--- config.mk ---
export PLATFORM = sky130hd
export DESIGN_NAME = pwr_mode_ctrl
export DESIGN_NICKNAME = d
export VERILOG_FILES = /design/src/rtl/pmc_pkg.sv /design/src/rtl/pmc_rst_sync.sv /design/src/rtl/pmc_hold_cnt.sv /design/src/rtl/pmc_out_dec.sv /design/src/rtl/pwr_mode_ctrl.sv
export SDC_FILE = /design/constraint.sdc
export NUM_CORES = 1
export LEC_CHECK = 0
export BUFFER_PORTS_ARGS = -buffer_cell sky130_fd_sc_hd__buf_2
export CAP_MARGIN = 20
export CORE_ASPECT_RATIO = 2
export CORE_MARGIN = 2
export CORE_UTILIZATION = 35
export CTS_BUF_LIST = sky130_fd_sc_hd__clkbuf_4 sky130_fd_sc_hd__clkbuf_8
export CTS_CLUSTER_SIZE = 14
export DETAILED_ROUTE_END_ITERATION = 12
export GPL_TIMING_DRIVEN = 0
export MAX_ROUTING_LAYER = met4
export SLEW_MARGIN = 15
export SYNTH_ARGS = -nofsm -noshare
export SYNTH_HDL_FRONTEND = slang
export SYNTH_SLANG_ARGS = --single-unit
--- constraint.sdc ---
create_clock -name clk -period 1.4 [get_ports clk]
set_clock_uncertainty 0.1 [all_clocks]
set_input_delay 0.42 -clock clk [delete_from_list [all_inputs] [get_ports clk]]
set_output_delay 0.42 -clock clk [all_outputs]
set_load 0.005 [all_outputs]
--- src/rtl/pmc_pkg.sv ---
package pmc_pkg;
  typedef enum logic [2:0] {
    PM_RUN   = 3'd0,
    PM_IDLE  = 3'd1,
    PM_PDWN  = 3'd2,
    PM_HOLD  = 3'd3,
    PM_ARMED = 3'd4
  } pm_state_e;

  localparam int unsigned IDL_BIT = 0;
  localparam int unsigned PD_BIT  = 1;
endpackage

--- src/rtl/pmc_rst_sync.sv ---
module pmc_rst_sync #(
  parameter int unsigned STAGES = 2
) (
  input  logic clk,
  input  logic rst_n,
  output logic rst_sync_n
);
  logic [STAGES-1:0] sync_q;

  always_ff @(posedge clk or negedge rst_n) begin
    if (!rst_n) sync_q <= '0;
    else        sync_q <= {sync_q[STAGES-2:0], 1'b1};
  end

  assign rst_sync_n = sync_q[STAGES-1];
endmodule

--- src/rtl/pmc_hold_cnt.sv ---
module pmc_hold_cnt #(
  parameter int unsigned HOLD_CYCLES = 1024
) (
  input  logic clk,
  input  logic rst_n,
  input  logic clr,
  input  logic inc,
  output logic last
);
  localparam int unsigned CW = $clog2(HOLD_CYCLES + 1);
  localparam logic [CW-1:0] LAST_V = CW'(HOLD_CYCLES - 1);

  logic [CW-1:0] cnt_q, cnt_d;

  always_comb begin
    cnt_d = cnt_q;
    if (clr)      cnt_d = '0;
    else if (inc) cnt_d = cnt_q + CW'(1);
  end

  always_ff @(posedge clk or negedge rst_n) begin
    if (!rst_n) cnt_q <= '0;
    else        cnt_q <= cnt_d;
  end

  assign last = (cnt_q == LAST_V);
endmodule

--- src/rtl/pmc_out_dec.sv ---
module pmc_out_dec
  import pmc_pkg::*;
(
  input  pm_state_e state,
  output logic      cpu_clk_en,
  output logic      periph_clk_en,
  output logic      osc_en,
  output logic      strobe_force,
  output logic      ale_lvl,
  output logic      psen_lvl
);
  always_comb begin
    cpu_clk_en    = 1'b1;
    periph_clk_en = 1'b1;
    osc_en        = 1'b1;
    strobe_force  = 1'b0;
    ale_lvl       = 1'b1;
    psen_lvl      = 1'b1;
    case (state)
      PM_IDLE: begin
        cpu_clk_en   = 1'b0;
        strobe_force = 1'b1;
      end
      PM_PDWN: begin
        cpu_clk_en    = 1'b0;
        periph_clk_en = 1'b0;
        osc_en        = 1'b0;
        strobe_force  = 1'b1;
        ale_lvl       = 1'b0;
        psen_lvl      = 1'b0;
      end
      PM_HOLD, PM_ARMED: begin
        cpu_clk_en    = 1'b0;
        periph_clk_en = 1'b0;
        strobe_force  = 1'b1;
        ale_lvl       = 1'b0;
        psen_lvl      = 1'b0;
      end
      default: ;
    endcase
  end
endmodule

--- src/rtl/pwr_mode_ctrl.sv ---
module pwr_mode_ctrl
  import pmc_pkg::*;
#(
  parameter int unsigned HOLD_CYCLES = 1024
) (
  input  logic       clk,
  input  logic       rst_n,
  input  logic       ctl_wr,
  input  logic [1:0] ctl_wdata,
  output logic [1:0] ctl_rdata,
  input  logic       irq_pending,
  input  logic       ext_irq_n,
  input  logic       ext_irq_en,
  input  logic       ext_irq_level,
  input  logic       ext_irq_mask,
  output logic       cpu_clk_en,
  output logic       periph_clk_en,
  output logic       osc_en,
  output logic       strobe_force,
  output logic       ale_lvl,
  output logic       psen_lvl,
  output logic       wake_irq
);
  logic      rst_int_n;
  pm_state_e state_q, state_d;
  logic      idl_q, idl_d, pd_q, pd_d, wake_q, wake_d;
  logic      cnt_clr, cnt_inc, cnt_last, wake_lvl;

  pmc_rst_sync #(.STAGES(2)) rst_sync_i (
    .clk        (clk),
    .rst_n      (rst_n),
    .rst_sync_n (rst_int_n)
  );

  pmc_hold_cnt #(.HOLD_CYCLES(HOLD_CYCLES)) hold_cnt_i (
    .clk   (clk),
    .rst_n (rst_int_n),
    .clr   (cnt_clr),
    .inc   (cnt_inc),
    .last  (cnt_last)
  );

  // Only an enabled, unmasked, level-sensitive low pin can restart the core.
  assign wake_lvl = ext_irq_en & ext_irq_level & ~ext_irq_mask & ~ext_irq_n;

  always_comb begin
    state_d = state_q;
    idl_d   = idl_q;
    pd_d    = pd_q;
    wake_d  = 1'b0;
    cnt_clr = 1'b0;
    cnt_inc = 1'b0;
    case (state_q)
      PM_RUN: begin
        if (ctl_wr) begin
          if (ctl_wdata[PD_BIT]) begin
            pd_d    = 1'b1;
            idl_d   = 1'b0;
            cnt_clr = 1'b1;
            state_d = PM_PDWN;
          end else if (ctl_wdata[IDL_BIT]) begin
            idl_d   = 1'b1;
            state_d = PM_IDLE;
          end
        end
      end
      PM_IDLE: begin
        if (irq_pending) begin
          idl_d   = 1'b0;
          wake_d  = 1'b1;
          state_d = PM_RUN;
        end
      end
      PM_PDWN, PM_HOLD: begin
        if (wake_lvl) begin
          if (cnt_last) begin
            cnt_clr = 1'b1;
            state_d = PM_ARMED;
          end else begin
            cnt_inc = 1'b1;
            state_d = PM_HOLD;
          end
        end else begin
          cnt_clr = 1'b1;
          state_d = PM_PDWN;
        end
      end
      PM_ARMED: begin
        if (ext_irq_n) begin
          pd_d    = 1'b0;
          wake_d  = 1'b1;
          state_d = PM_RUN;
        end
      end
      default: begin
        idl_d   = 1'b0;
        pd_d    = 1'b0;
        state_d = PM_RUN;
      end
    endcase
  end

  always_ff @(posedge clk or negedge rst_int_n) begin
    if (!rst_int_n) begin
      state_q <= PM_RUN;
      idl_q   <= 1'b0;
      pd_q    <= 1'b0;
      wake_q  <= 1'b0;
    end else begin
      state_q <= state_d;
      idl_q   <= idl_d;
      pd_q    <= pd_d;
      wake_q  <= wake_d;
    end
  end

  pmc_out_dec out_dec_i (
    .state         (state_q),
    .cpu_clk_en    (cpu_clk_en),
    .periph_clk_en (periph_clk_en),
    .osc_en        (osc_en),
    .strobe_force  (strobe_force),
    .ale_lvl       (ale_lvl),
    .psen_lvl      (psen_lvl)
  );

  assign ctl_rdata = {pd_q, idl_q};
  assign wake_irq  = wake_q;
endmodule

# ---- After elaboration in Yosys (flattened, before gate mapping)
# Index checks and enable logic that the tools add are counted.
dict set report classes {
  addsub 1
  eq_ne 10
  mux 34
  bitwise 7
  reduce_logical 9
}
# cell n
set op_table {}
lappend op_table {{$mux 11} 2}
lappend op_table {{$mux 3} 7}
lappend op_table {{$mux 1} 20}
lappend op_table {{$pmux 3 s4} 1}
lappend op_table {{$reduce_and 4->1} 3}
lappend op_table {{$add 11x1->11 const B} 1}
lappend op_table {{$eq 11x10->1 const B} 1}
lappend op_table {{$ne 2x2->1 const B} 4}
lappend op_table {{$eq 3x2->1 const B} 2}
lappend op_table {{$pmux 1 s3} 2}
lappend op_table {{$reduce_or 3->1} 2}
lappend op_table {{$not 1->1} 4}
lappend op_table {{$pmux 1 s2} 2}
lappend op_table {{$reduce_or 4->1} 1}
lappend op_table {{$and 1x1->1} 3}
lappend op_table {{$eq 3x1->1 const B} 1}
lappend op_table {{$eq 3x3->1 const B} 1}
lappend op_table {{$logic_not 3->1} 1}
lappend op_table {{$ne 3x3->1 const B} 1}
lappend op_table {{$reduce_bool 2->1} 1}
lappend op_table {{$reduce_or 2->1} 1}
dict set report totals {
  regBits 19
  inputBits 10
  out_inout_bits 9
  elab_cells 67
}

# ---- Longest topological paths before layout
# Gate-level depths: netlist of run 1.
dict set report logic_depth {
  word_depth 7
  ltp_mapped 6
  ltp_nobuf 5
}

# ---- By module
# From an unflattened synthesis of run 1, not the netlist that was laid out.
dict set report hier_totals {
  cells_unflattened 109
  hier_area_um2 1044.8
}
# mod instances cells_per_inst area_each_um2 seq_area_each_um2
set modules_own_cells {}
lappend modules_own_cells {pmc_hold_cnt 1 56 555.5 275.3}
lappend modules_own_cells {pwr_mode_ctrl 1 43 380.4 150.1}
lappend modules_own_cells {pmc_out_dec 1 7 55.1 0.0}
lappend modules_own_cells {pmc_rst_sync 1 3 53.8 50.0}

# ---- Worst setup path after synthesis of run 1
# OpenSTA, ideal clock, no wires.
dict set report synth_timing {
  path_kind {reg-to-reg}
  start {register hold_cnt_i.cnt_q[0]}
  end {register hold_cnt_i.cnt_q[10]}
  setup_ns 0.128
  t_arrival_ns 1.541
  t_required_ns 1.172
  path_slack_ns -0.369
  path_stages_with_launch 7
  path_buffers 1
  synth_period_minus_slack_ns 1.769
  path_cell_list {dfrtp_1 -> ha_1 -> nand4b_1 -> o31ai_1 -> buf_2 -> a21o_1 -> nor2_1}
}
dict set report synth_via {
  elab_chain_cells 5
  elab_cells_between_ends 11
  cone_classes {1 x add/sub; 1 x eq/ne; 8 x mux; 1 x reduce/logical}
}
# item line_no
set synth_rtl {}
lappend synth_rtl {{start, declared} pmc_hold_cnt.sv:13} ;# logic [CW-1:0] cnt_q, cnt_d;
lappend synth_rtl {{start signal, assigned} pmc_hold_cnt.sv:23} ;# else cnt_q <= cnt_d;
lappend synth_rtl {{branches (longest 5 deep; another with $add 11x1->11)} -}
# Parallel ways; which one is timed is not known. The select of a mux whose other input is x is not followed.
# A chain may end at the register's enable or synchronous reset.

# ---- Worst setup path in the final report of run 1
dict set report layout_timing {
  start {register state_q[1]}
  end {output periph_clk_en}
}
dict set report layout_via {
  elab_chain_cells 3
  elab_cells_between_ends 5
  cone_classes {3 x eq/ne; 1 x mux; 1 x reduce/logical}
}
# item line_no
set layout_rtl {}
lappend layout_rtl {{start, declared} pwr_mode_ctrl.sv:25} ;# pm_state_e state_q, state_d;
lappend layout_rtl {{start signal, assigned} pwr_mode_ctrl.sv:110} ;# state_q <= state_d;
lappend layout_rtl {{$eq 3x2->1 or $eq 3x3->1 (tied branches)} pmc_out_dec.sv:19} ;# case (state)
lappend layout_rtl {{$reduce_or 3->1 (no source line) *} -}
lappend layout_rtl {{$mux 1 *} pmc_out_dec.sv:19}
lappend layout_rtl {{end, declared} pwr_mode_ctrl.sv:17} ;# output logic periph_clk_en,
# Mark *: on every way between the ends. The rest lies on a longest branch, timed or not.

==> impl_metrics.toml, run 1 <==
[clocking]
cts_tree = "built"
cts_inserted_buffers = 3
cts_max_level = 1
insertion_delay_ps = 260
cts.path.max_buffers = 2
clock_sink_count = 19
cts-root-buf = "clkbuf_8"
worst_setup_hold_path_clk_slew_ps = 70

[timing]
max_freq_mhz = 539
timing_worst_slew_pin_value_ps = 695
rsz0062_at_grt = "yes"
slew-limit-headroom_pct = 53.7
finalMaxSlewViolations = 0
final_period_minus_worst_setup_slack_ps = 1850
setup-violations-final = 20
finalHoldViolations = 0
final.setup.worst_slack_ps = -455
period_share_pct = 132

[placed_design]
placed_area_um2 = 1220
buffer_ports.inserted = 18
dp_hpwl_mm = 1.88
place_congestion = 0.795
dpl.cell_count = 161

[synthesis]
synth_area_leader_cell = "dfrtp_1"
synth_commonest_cells = "19 x dfrtp_1, 12 x nand2_1, 10 x nor2_1, 9 x a21oi_1"
yosys_warnings = 0
async_set_reset_flop_share_out_of_synthesis_pct = 100
synthMostInstantiatedCell = "dfrtp_1"
synth_cells = 113
syn-num-nets = 124
synthDominantCellAreaShare_pct = 45.8
netlist_top_cells_area = "dfrtp_1 46%, a21oi_1 4.3%, nand2_1 4.3%, nor2_1 3.6%, o31ai_1 3.6%"
synthDistinctLibCells = 40
synth_edf_count = 0
synth.yosys.seq_area_share_pct = 45.8
yosys_register_bits = 19
synthFlopType = "dfrtp_1"
syn-cell-area_um2 = 1040
avgSynthCellArea_um2 = 9.19

[cells_and_area]
instances_no_fill = 183
layout.cell_area.non_filler_um2 = 1530
design.final.nets = 165
total_area_of_multi_input_combinational_cells_um2 = 646
synthToLayoutAreaGrowth_pct = 47.0
register_area_um2 = 478
num-fill-cells = 258
layout-drive-gt1-share_pct = 49.7
num_antenna_cells = 0

[detailed_routing]
drt_pass1_iterations = 4
wirelength_mm = 2.86
drt_first_iter_violations = 12
avgViaCountPerCell = 5.64
drtAntennaViolNets = 0
detail_route.drc_violations = 0
vias = 1032
avgRoutedWirePerCell_um = 15.6

[setup_path]
critical_path_peak_fanout = 5
worst_path_max_stage_delay_ps = 450
timing.critical_path.arrival_ps = 1330
critical-path-top-delay-family = "flip-flops"
worst_endpoint_required_time_ps = 880
crit_path_end_kind = "output port"
cp_num_buf_inv = 2
regToRegStartpoint = "state_q[2]"
timing_worst_setup_path_type = "register to output port"
launch_point_of_the_worst_path = "state_q[1]"
type_of_element_launching_the_critical_path = "register"
highest_delay_cell_along_the_critical_path = "dfrtp_2"
timing.critical_path.cells = "and2b_2 -> a21oi_4 -> buf_4 -> buf_6"

[global_route]
antenna_violations_before_repair = 0
grt.met3_usage_pct = 2.89
busiest_layer = "met2"
grt_pass1_wl_mm = 4.51
met2_usage_pct = 35.8
globalRouteOverflowTotal = 0
grt_start_max_net_pins = 18
global_route.usage.met1_pct = 15.4
first_global_vias = 1070
gr-usage-all-layers_pct = 18.1

[power]
p_per_area_nw_per_um2 = 1100
irDropWorstVdd_mv = 0.545
p_leak_nw = 0.640

[floorplanning]
full_die_area_um2 = 3450
ios = 19
effective_utilization_at_floorplan_pct = 35.7
core.rowCount = 28
die_h_um = 81.0
placeable_core_region_um2 = 2910
chipWidth_um = 42.5

[job]
cap_violations = 0

[min_path]
hp-class = "register to asynchronous set/reset pin"

[run_status]
outcome = "finished with violations"
violations = "setup timing"
## worst register-to-register path, delay by kind of cell, from the launching register on
| family | cells | cell delay [ps] |
|---|---|---|
| simple gates | 3 | 1060 |
| compound gates | 1 | 170 |
| flops | 1 | 420 |
## flip-flops by register name, indices dropped and copies added (netlist names)
signal             cells
rst_sync_i.sync_q      2
idl_q                  1
hold_cnt_i.cnt_q      11
state_q                3
pd_q                   1
wake_irq               1
## layout by cell type (no fill, tap or decap), drive strengths merged
master / n
a22oi: 1
a21oi: 10
o31ai: 5
nor2: 10
or4: 5
buf: 41
or3: 5
a31oi: 1
xor2: 1
nand4: 2
and2b: 1
o22a: 1
o21bai: 1
and3: 1
nand2: 12
a21o: 2
nand3: 3
nor4bb: 1
o21ai: 4
clkinv: 1
a2bb2oi: 1
nor3: 1
nor2b: 1
dfrtp: 19
o41ai: 2
a311oi: 1
nand4b: 1
inv: 5
dlygate4sd3: 1
clkbuf: 3
conb: 1
o21a: 1
nand2b: 4
a211oi: 1
xnor2: 1
ha: 1
or2: 1
## what timing repair did
item | in CTS | in global routing
setup buffers | 16 | 2
endpoints found under the setup margin | 23 | 24
hold endpoints to repair | 2 | 0
pin swaps | 7 | 1
cloned | 1 | 0
hold buffers | 1 | 0
resized for setup | 25 | 6
## through the flow
stage	TNS [ps]	utilization (%)	hold WS (ps)	total power [W]	setup slack, ps
2_1_floorplan	-3280	-	24.4	0.000907	-301
3_3_place_gp	-6860	41.8	105	0.00105	-475
3_5_place_dp	-7270	41.8	106	0.00106	-500
4_1_cts	-6890	51.6	217	0.00165	-440
5_1_grt	-8610	52.5	254	0.00176	-508
6_report	-7090	52.5	190	0.00169	-455
## routing by layer
layer | vias to the layer above | wire length [µm]
li1 | 484 | -
met1 | 505 | 973
met2 | 33 | 1700
met3 | 10 | 105
met4 | 0 | 78
met5 | - | 0
## cell families (layout without fill, tap and decap cells)
family / Yosys count / after routing / synth area share [%]
simple gates: 48 / 48 / 25.5
buf+inv: 11 / 51 / 5.54
xor+xnor: 2 / 2 / 1.69
fa+ha+maj: 1 / 1 / 1.20
other cells: 1 / 1 / 0.361
compound gates: 31 / 31 / 19.9
flops: 19 / 19 / 45.8
## where the power goes
part,switching (W),leakage (nW),internal (W),total (W)
Combinational,0.000294,0.368,0.000365,0.000659
Sequential,0.0000488,0.247,0.000590,0.000639
Clock,0.000189,0.0255,0.000198,0.000387
Total,0.000533,0.640,0.00115,0.00169
## final timing paths
path,end,slack [ps],cells past startpoint
setup / recovery,periph_clk_en,-450,4
hold / removal,hold_cnt_i.cnt_q[0],190,0
setup reg to reg,hold_cnt_i.cnt_q[6],-430,4
hold reg to reg,hold_cnt_i.cnt_q[0],190,0
max in group asynchronous,state_q[1],530,0
min in group clk,rst_sync_i.sync_q[1],260,0
## final cells by class
class                           count  share of cell area, %
Inverter                            5                   1.23
Clock inverter                      1                  0.328
Timing Repair Buffer               38                   17.0
Clock buffer                        3                   2.70
Sequential cell                    19                   31.3
Buffer                              4                   2.70
Tap cell                           30                   2.46
Multi-Input combinational cell     83                   42.3
No activity file was read; power rests on OpenSTA's default activity.
==> run 2, diff against run 1 <==
--- a/config.mk
+++ b/config.mk
@@ -5,6 +5,7 @@
 export SDC_FILE = /design/constraint.sdc
 export NUM_CORES = 1
 export LEC_CHECK = 0
+export ABC_AREA = 1
 export BUFFER_PORTS_ARGS = -buffer_cell sky130_fd_sc_hd__buf_2
 export CAP_MARGIN = 20
 export CORE_ASPECT_RATIO = 2
==> impl_metrics.toml, run 2 <==
[synthesis]
yosys_register_bits = 19
async_set_reset_flop_share_out_of_synthesis_pct = 100
synthFlopType = "dfrtp_1"
yosys_warnings = 0
syn-num-nets = 179
netlist_top_cells_area = "dfrtp_1 40%, nand2_1 18%, inv_1 7.9%, nand4_1 6.8%, nor2_1 4.7%"
synthMostInstantiatedCell = "nand2_1"
avgSynthCellArea_um2 = 7.07
syn-cell-area_um2 = 1190
synthDominantCellAreaShare_pct = 40.0
synth_cells = 168
synth_edf_count = 0
synth.yosys.seq_area_share_pct = 40.0
synthDistinctLibCells = 24
synth_area_leader_cell = "dfrtp_1"
synth_commonest_cells = "56 x nand2_1, 25 x inv_1, 19 x dfrtp_1, 15 x nor2_1, 13 x nand4_1"

[floorplanning]
full_die_area_um2 = 3900
core.rowCount = 30
effective_utilization_at_floorplan_pct = 35.9
die_h_um = 86.4
placeable_core_region_um2 = 3300
chipWidth_um = 45.2
ios = 19

[setup_path]
regToRegStartpoint = "state_q[1]"
cp-endpoint = "psen_lvl"
critical_path.reg2reg.endpoint = "state_q[0]"
ff2ff_setup_slack_ps = -250
type_of_element_launching_the_critical_path = "register"
critical_path_peak_fanout = 4
crit_path_end_kind = "output port"
launch_point_of_the_worst_path = "state_q[1]"
timing_worst_setup_path_type = "register to output port"
timing.critical_path.arrival_ps = 1270
reg2regPathDepth = 10
worst_endpoint_required_time_ps = 880

[cells_and_area]
num_antenna_cells = 0
design.final.nets = 217
top_regs = "hold_cnt_i.cnt_q (11), state_q (3), rst_sync_i.sync_q (2)"
synthToLayoutAreaGrowth_pct = 37.3
num-fill-cells = 305
most_flop_heavy_register = "hold_cnt_i.cnt_q"
layout-drive-gt1-share_pct = 34.1
largest_register_ffs = 11
final_common_cell = "nand2_1"
layout_common_cells = "53 x nand2_1, 21 x inv_1, 17 x dfrtp_1, 15 x buf_6, 14 x buf_2"

[timing]
final.setup.worst_slack_ps = -387
finalMaxSlewViolations = 0
final_period_minus_worst_setup_slack_ps = 1790
finalHoldViolations = 0
rsz0062_at_grt = "yes"
period_share_pct = 128
setup-violations-final = 22
finalSetupTns_ps = -4670
timing_worst_slew_pin_value_ps = 772
slew-limit-headroom_pct = 48.5
max_freq_mhz = 560

[global_route]
gr-usage-all-layers_pct = 18.7
grt_start_max_net_pins = 18
antenna_violations_before_repair = 0
grt_pass1_wl_mm = 5.25
globalRouteOverflowTotal = 0
first_global_vias = 1201

[power]
cell_internal_pwr_w = 0.00147
share_comb_of_total_power_pct = 54.6
irDropWorstVdd_mv = 0.960
p_per_area_nw_per_um2 = 1440
swShare_pct = 37.3
total_switching_power_w = 0.000875
p_leak_nw = 0.859
seq_power_share_pct = 28.0
share_clk_of_total_power_pct = 17.4

[detailed_routing]
vias = 1207
drt_pass1_iterations = 4
drtAntennaViolNets = 0
avgViaCountPerCell = 5.09
drt_first_iter_violations = 40
avgRoutedWirePerCell_um = 12.9
detail_route.drc_violations = 0
wirelength_mm = 3.07

[clocking]
cts.path.max_buffers = 2
cts_tree = "built"
cts-root-buf = "clkbuf_8"
insertion_delay_ps = 270
clock_sink_count = 19
cts_inserted_buffers = 3
cts_max_level = 1
worst_setup_hold_path_clk_slew_ps = 80

[run_status]
outcome = "finished with violations"
violations = "setup timing"

[placed_design]
buffer_ports.inserted = 18
dp_hpwl_mm = 1.88
dp_slack_ps = -172
place_congestion = 0.795

[min_path]
hp-class = "register to asynchronous set/reset pin"

[job]
cap_violations = 0
run 2: cell types whose count changed in the layout (fill, tap and decap cells not counted), moves of 5 or more:
cell	delta
nand4_1	+11
nand2_1	+41
buf_4	-9
nor2_4	+5
buf_6	+9
nand3_1	+8
inv_1	+16
run 2: repair_timing:
action,in CTS,in global routing
gates cloned,1,0
hold buffers,1,0
setup buffers,12,2
endpoints found under the hold margin,2,0
pin swaps,13,6
endpoints found under the setup margin,21,24
resized for setup,36,5
run 2: per-layer routing:
layer	global-route usage, %	vias to the layer above	routed length (µm)
met3	3.13	9	134
li1	-	601	-
met4	10.2	0	85
met2	29.0	31	1540
met5	-	-	0
met1	22.4	566	1310
run 2: cell families (layout without fill, tap and decap cells):
| kind of cell | count (synthesis) | after routing | share of synthesized area (%) |
|---|---|---|---|
| simple gates | 102 | 102 | 38.7 |
| buf+inv | 34 | 71 | 13.4 |
| flops | 19 | 19 | 40.0 |
| compound gates | 9 | 9 | 5.06 |
| xor+xnor | 2 | 2 | 1.48 |
| fa+ha+maj | 1 | 1 | 1.05 |
| other cells | 1 | 1 | 0.316 |
run 2: layout make-up:
type / instances / area (µm²) / area share, %
Sequential cell: 19 / 478 / 29.3
Tap cell: 32 / 40.0 / 2.46
Clock inverter: 1 / 5.00 / 0.307
Buffer: 7 / 78.8 / 4.84
Timing Repair Buffer: 33 / 245 / 15.0
Clock buffer: 3 / 41.3 / 2.53
Multi-Input combinational cell: 115 / 636 / 39.0
Inverter: 27 / 106 / 6.52
run 2: worst min-delay path by stage:
stage,to,slack (ps),cells past startpoint
after global placement,rst_sync_i.sync_q[0],110,1
after floorplan,rst_sync_i.sync_q[0],20,0
after global routing,rst_sync_i.sync_q[1],270,0
after CTS,idl_q,240,0
final,pd_q,220,0
after detailed placement,rst_sync_i.sync_q[1],110,1
run 2: critical path, stage by stage (launching register included):
cell and delay [ps]:
dfrtp_1 390, inv_2 100, nand2_4 80, nor2_4 140, nor2_4 60, buf_6 110
buf_6 100
run 2: power by group through the flow:
stage               Clock (W)  Sequential, W  Combinational (W)
floorplan                   0       0.000651           0.000477
global placement            0       0.000658           0.000697
detailed placement          0       0.000659           0.000697
CTS                  0.000422       0.000656            0.00121
global route         0.000445       0.000666            0.00139
finish               0.000409       0.000657            0.00128
run 2: metrics by stage:
step                      power [W]  instances  hold WS, ps  instance area (µm²)  util (%)
final                       0.00235        237          223                 1630      49.4
after global routing        0.00250        237          272                 1630      49.4
after CTS                   0.00228        236          238                 1620      48.9
after detailed placement    0.00136        218          107                 1340      40.6
after global placement      0.00135        218          106                 1340      40.6
after floorplan             0.00113        168         24.4                 1210         -
==> run 3, diff against run 2 <==
--- a/config.mk
+++ b/config.mk
@@ -10,7 +10,7 @@
 export CAP_MARGIN = 20
 export CORE_ASPECT_RATIO = 2
 export CORE_MARGIN = 2
-export CORE_UTILIZATION = 35
+export CORE_UTILIZATION = 25
 export CTS_BUF_LIST = sky130_fd_sc_hd__clkbuf_4 sky130_fd_sc_hd__clkbuf_8
 export CTS_CLUSTER_SIZE = 14
 export DETAILED_ROUTE_END_ITERATION = 12
==> impl_metrics.toml, run 3 (synthesized netlist as in run 2, its figures left out) <==
[run_status]
outcome = "finished with violations"
violations = "setup timing"

[timing]
period_share_pct = 125
final.setup.worst_slack_ps = -354
setup-violations-final = 20
max_freq_mhz = 570
finalHoldViolations = 0
slew-limit-headroom_pct = 50.8
final_period_minus_worst_setup_slack_ps = 1750
rsz0062_at_grt = "yes"
timing_worst_slew_pin_value_ps = 739
finalSetupTns_ps = -2610
finalMaxSlewViolations = 0

[clocking]
clock_sink_count = 19
cts_max_level = 1
worst_setup_hold_path_clk_slew_ps = 70
insertion_delay_ps = 250
cts-root-buf = "clkbuf_8"
cts.path.max_buffers = 2
cts_tree = "built"
cts_inserted_buffers = 3

[setup_path]
type_of_element_launching_the_critical_path = "register"
timing.critical_path.cells = "inv_2 -> nand2_4 -> nor2_4 -> nor2_4 -> buf_6 -> buf_6"
worst_path_max_stage_delay_ps = 390
worst_endpoint_required_time_ps = 880
timing_worst_setup_path_type = "register to output port"
critical-path-top-delay-family = "flip-flops"
timing.critical_path.arrival_ps = 1230
highest_delay_cell_along_the_critical_path = "dfrtp_1"
crit_path_end_kind = "output port"
cp_num_buf_inv = 3
critical_path_peak_fanout = 4

[detailed_routing]
drt_pass1_iterations = 4
avgRoutedWirePerCell_um = 11.3
drtAntennaViolNets = 0
wirelength_mm = 2.90
vias = 1148
detail_route.drc_violations = 0
drt_first_iter_violations = 17
avgViaCountPerCell = 4.48

[floorplanning]
ios = 19
chipWidth_um = 52.7
die_h_um = 101
placeable_core_region_um2 = 4600
full_die_area_um2 = 5350
effective_utilization_at_floorplan_pct = 25.8
core.rowCount = 35

[power]
share_comb_of_total_power_pct = 50.7
total_switching_power_w = 0.000764
p_per_area_nw_per_um2 = 1320
swShare_pct = 35.8
report.power.total_w = 0.00213
irDropWorstVdd_mv = 0.558
cell_internal_pwr_w = 0.00137
seq_power_share_pct = 30.7
share_clk_of_total_power_pct = 18.6
p_leak_nw = 0.846

[cells_and_area]
top_regs = "hold_cnt_i.cnt_q (11), state_q (3), rst_sync_i.sync_q (2)"
synthToLayoutAreaGrowth_pct = 36.5
layout-drive-gt1-share_pct = 29.9
layout_common_cells = "54 x nand2_1, 22 x inv_1, 17 x dfrtp_1, 13 x nand4_1, 13 x buf_2"
final_common_cell = "nand2_1"
total_area_of_multi_input_combinational_cells_um2 = 626
design.final.nets = 213
most_flop_heavy_register = "hold_cnt_i.cnt_q"
largest_register_ffs = 11
num_antenna_cells = 0
num-fill-cells = 519
instances_no_fill = 256
fin_util_pct = 35.2
register_area_um2 = 478

[placed_design]
buffer_ports.inserted = 18
dp_slack_ps = -172
dpl.cell_count = 241
dp_hpwl_mm = 2.15
place_congestion = 0.773

[global_route]
antenna_violations_before_repair = 0
globalRouteOverflowTotal = 0
grt_start_max_net_pins = 18
grt_pass1_wl_mm = 4.93
first_global_vias = 1193
gr-usage-all-layers_pct = 12.6

[job]
cap_violations = 0

[min_path]
hp-class = "register to asynchronous set/reset pin"
[run 3: cell types whose count changed in the layout (fill, tap and decap cells not counted), sizes merged]
cell,before,now
buf,39,35
clkbuf,3,4
clkinv,2,1
[run 3: layout make-up]
type                       count  area share (%)
buffer                         6            4.17
timing repair buffer          30            14.2
sequential                    19            29.5
tap                           55            4.25
multi-input combinational    115            38.6
clock buffer                   4            3.01
inverter                      27            6.25
[run 3: stage by stage]
| step | area, µm² | hold slack [ps] |
|---|---|---|
| after floorplan | 1210 | 24.4 |
| after global placement | 1370 | 107 |
| after detailed placement | 1370 | 107 |
| after CTS | 1540 | 226 |
| after global routing | 1620 | 267 |
| final | 1620 | 207 |
[run 3: worst paths after layout]
kind | depth (start not counted) | slack, ps | end | start
setup / recovery | 6 | -350 | periph_clk_en | state_q[1]
hold / removal | 0 | 210 | hold_cnt_i.cnt_q[7] | rst_sync_i.sync_q[1]
setup reg to reg | 8 | -110 | state_q[0] | state_q[1]
hold reg to reg | 0 | 210 | hold_cnt_i.cnt_q[7] | rst_sync_i.sync_q[1]
max in group asynchronous | 0 | 480 | hold_cnt_i.cnt_q[0] | rst_sync_i.sync_q[1]
min in group clk | 0 | 250 | rst_sync_i.sync_q[1] | rst_sync_i.sync_q[0]
[run 3: worst reg2reg max path, stage by stage, from the launching register on]
cell and delay [ps]:
dfrtp_1 390, inv_2 110, nand2_4 80, nor2_1 260
nand2_1 150, nand4_1 150, inv_1 50, nand2_1 70
nand2_1 60
[run 3: power groups by stage]
stage          registers, W  clock network (W)  logic (W)
5_1_grt            0.000663           0.000441    0.00118
6_report           0.000656           0.000397    0.00108
3_5_place_dp       0.000659                  0   0.000716
4_1_cts            0.000650           0.000421   0.000919
3_3_place_gp       0.000657                  0   0.000713
2_1_floorplan      0.000651                  0   0.000477
[run 3: repair_timing]
action	CTS	global route
resized for setup	17	13
hold buffers	1	0
endpoints found under the hold margin	2	0
cloned	0	0
endpoints found under the setup margin	21	24
pin swaps	6	6
setup buffers	7	4
[run 3: routing by layer]
layer  global-route usage [%]  vias up  routed length [µm]
li1                         -      594                   -
met1                     10.6      533                1030
met2                     25.7       17                1780
met3                     1.62        4                  59
met4                     4.54        0                  36
met5                        -        -                   0
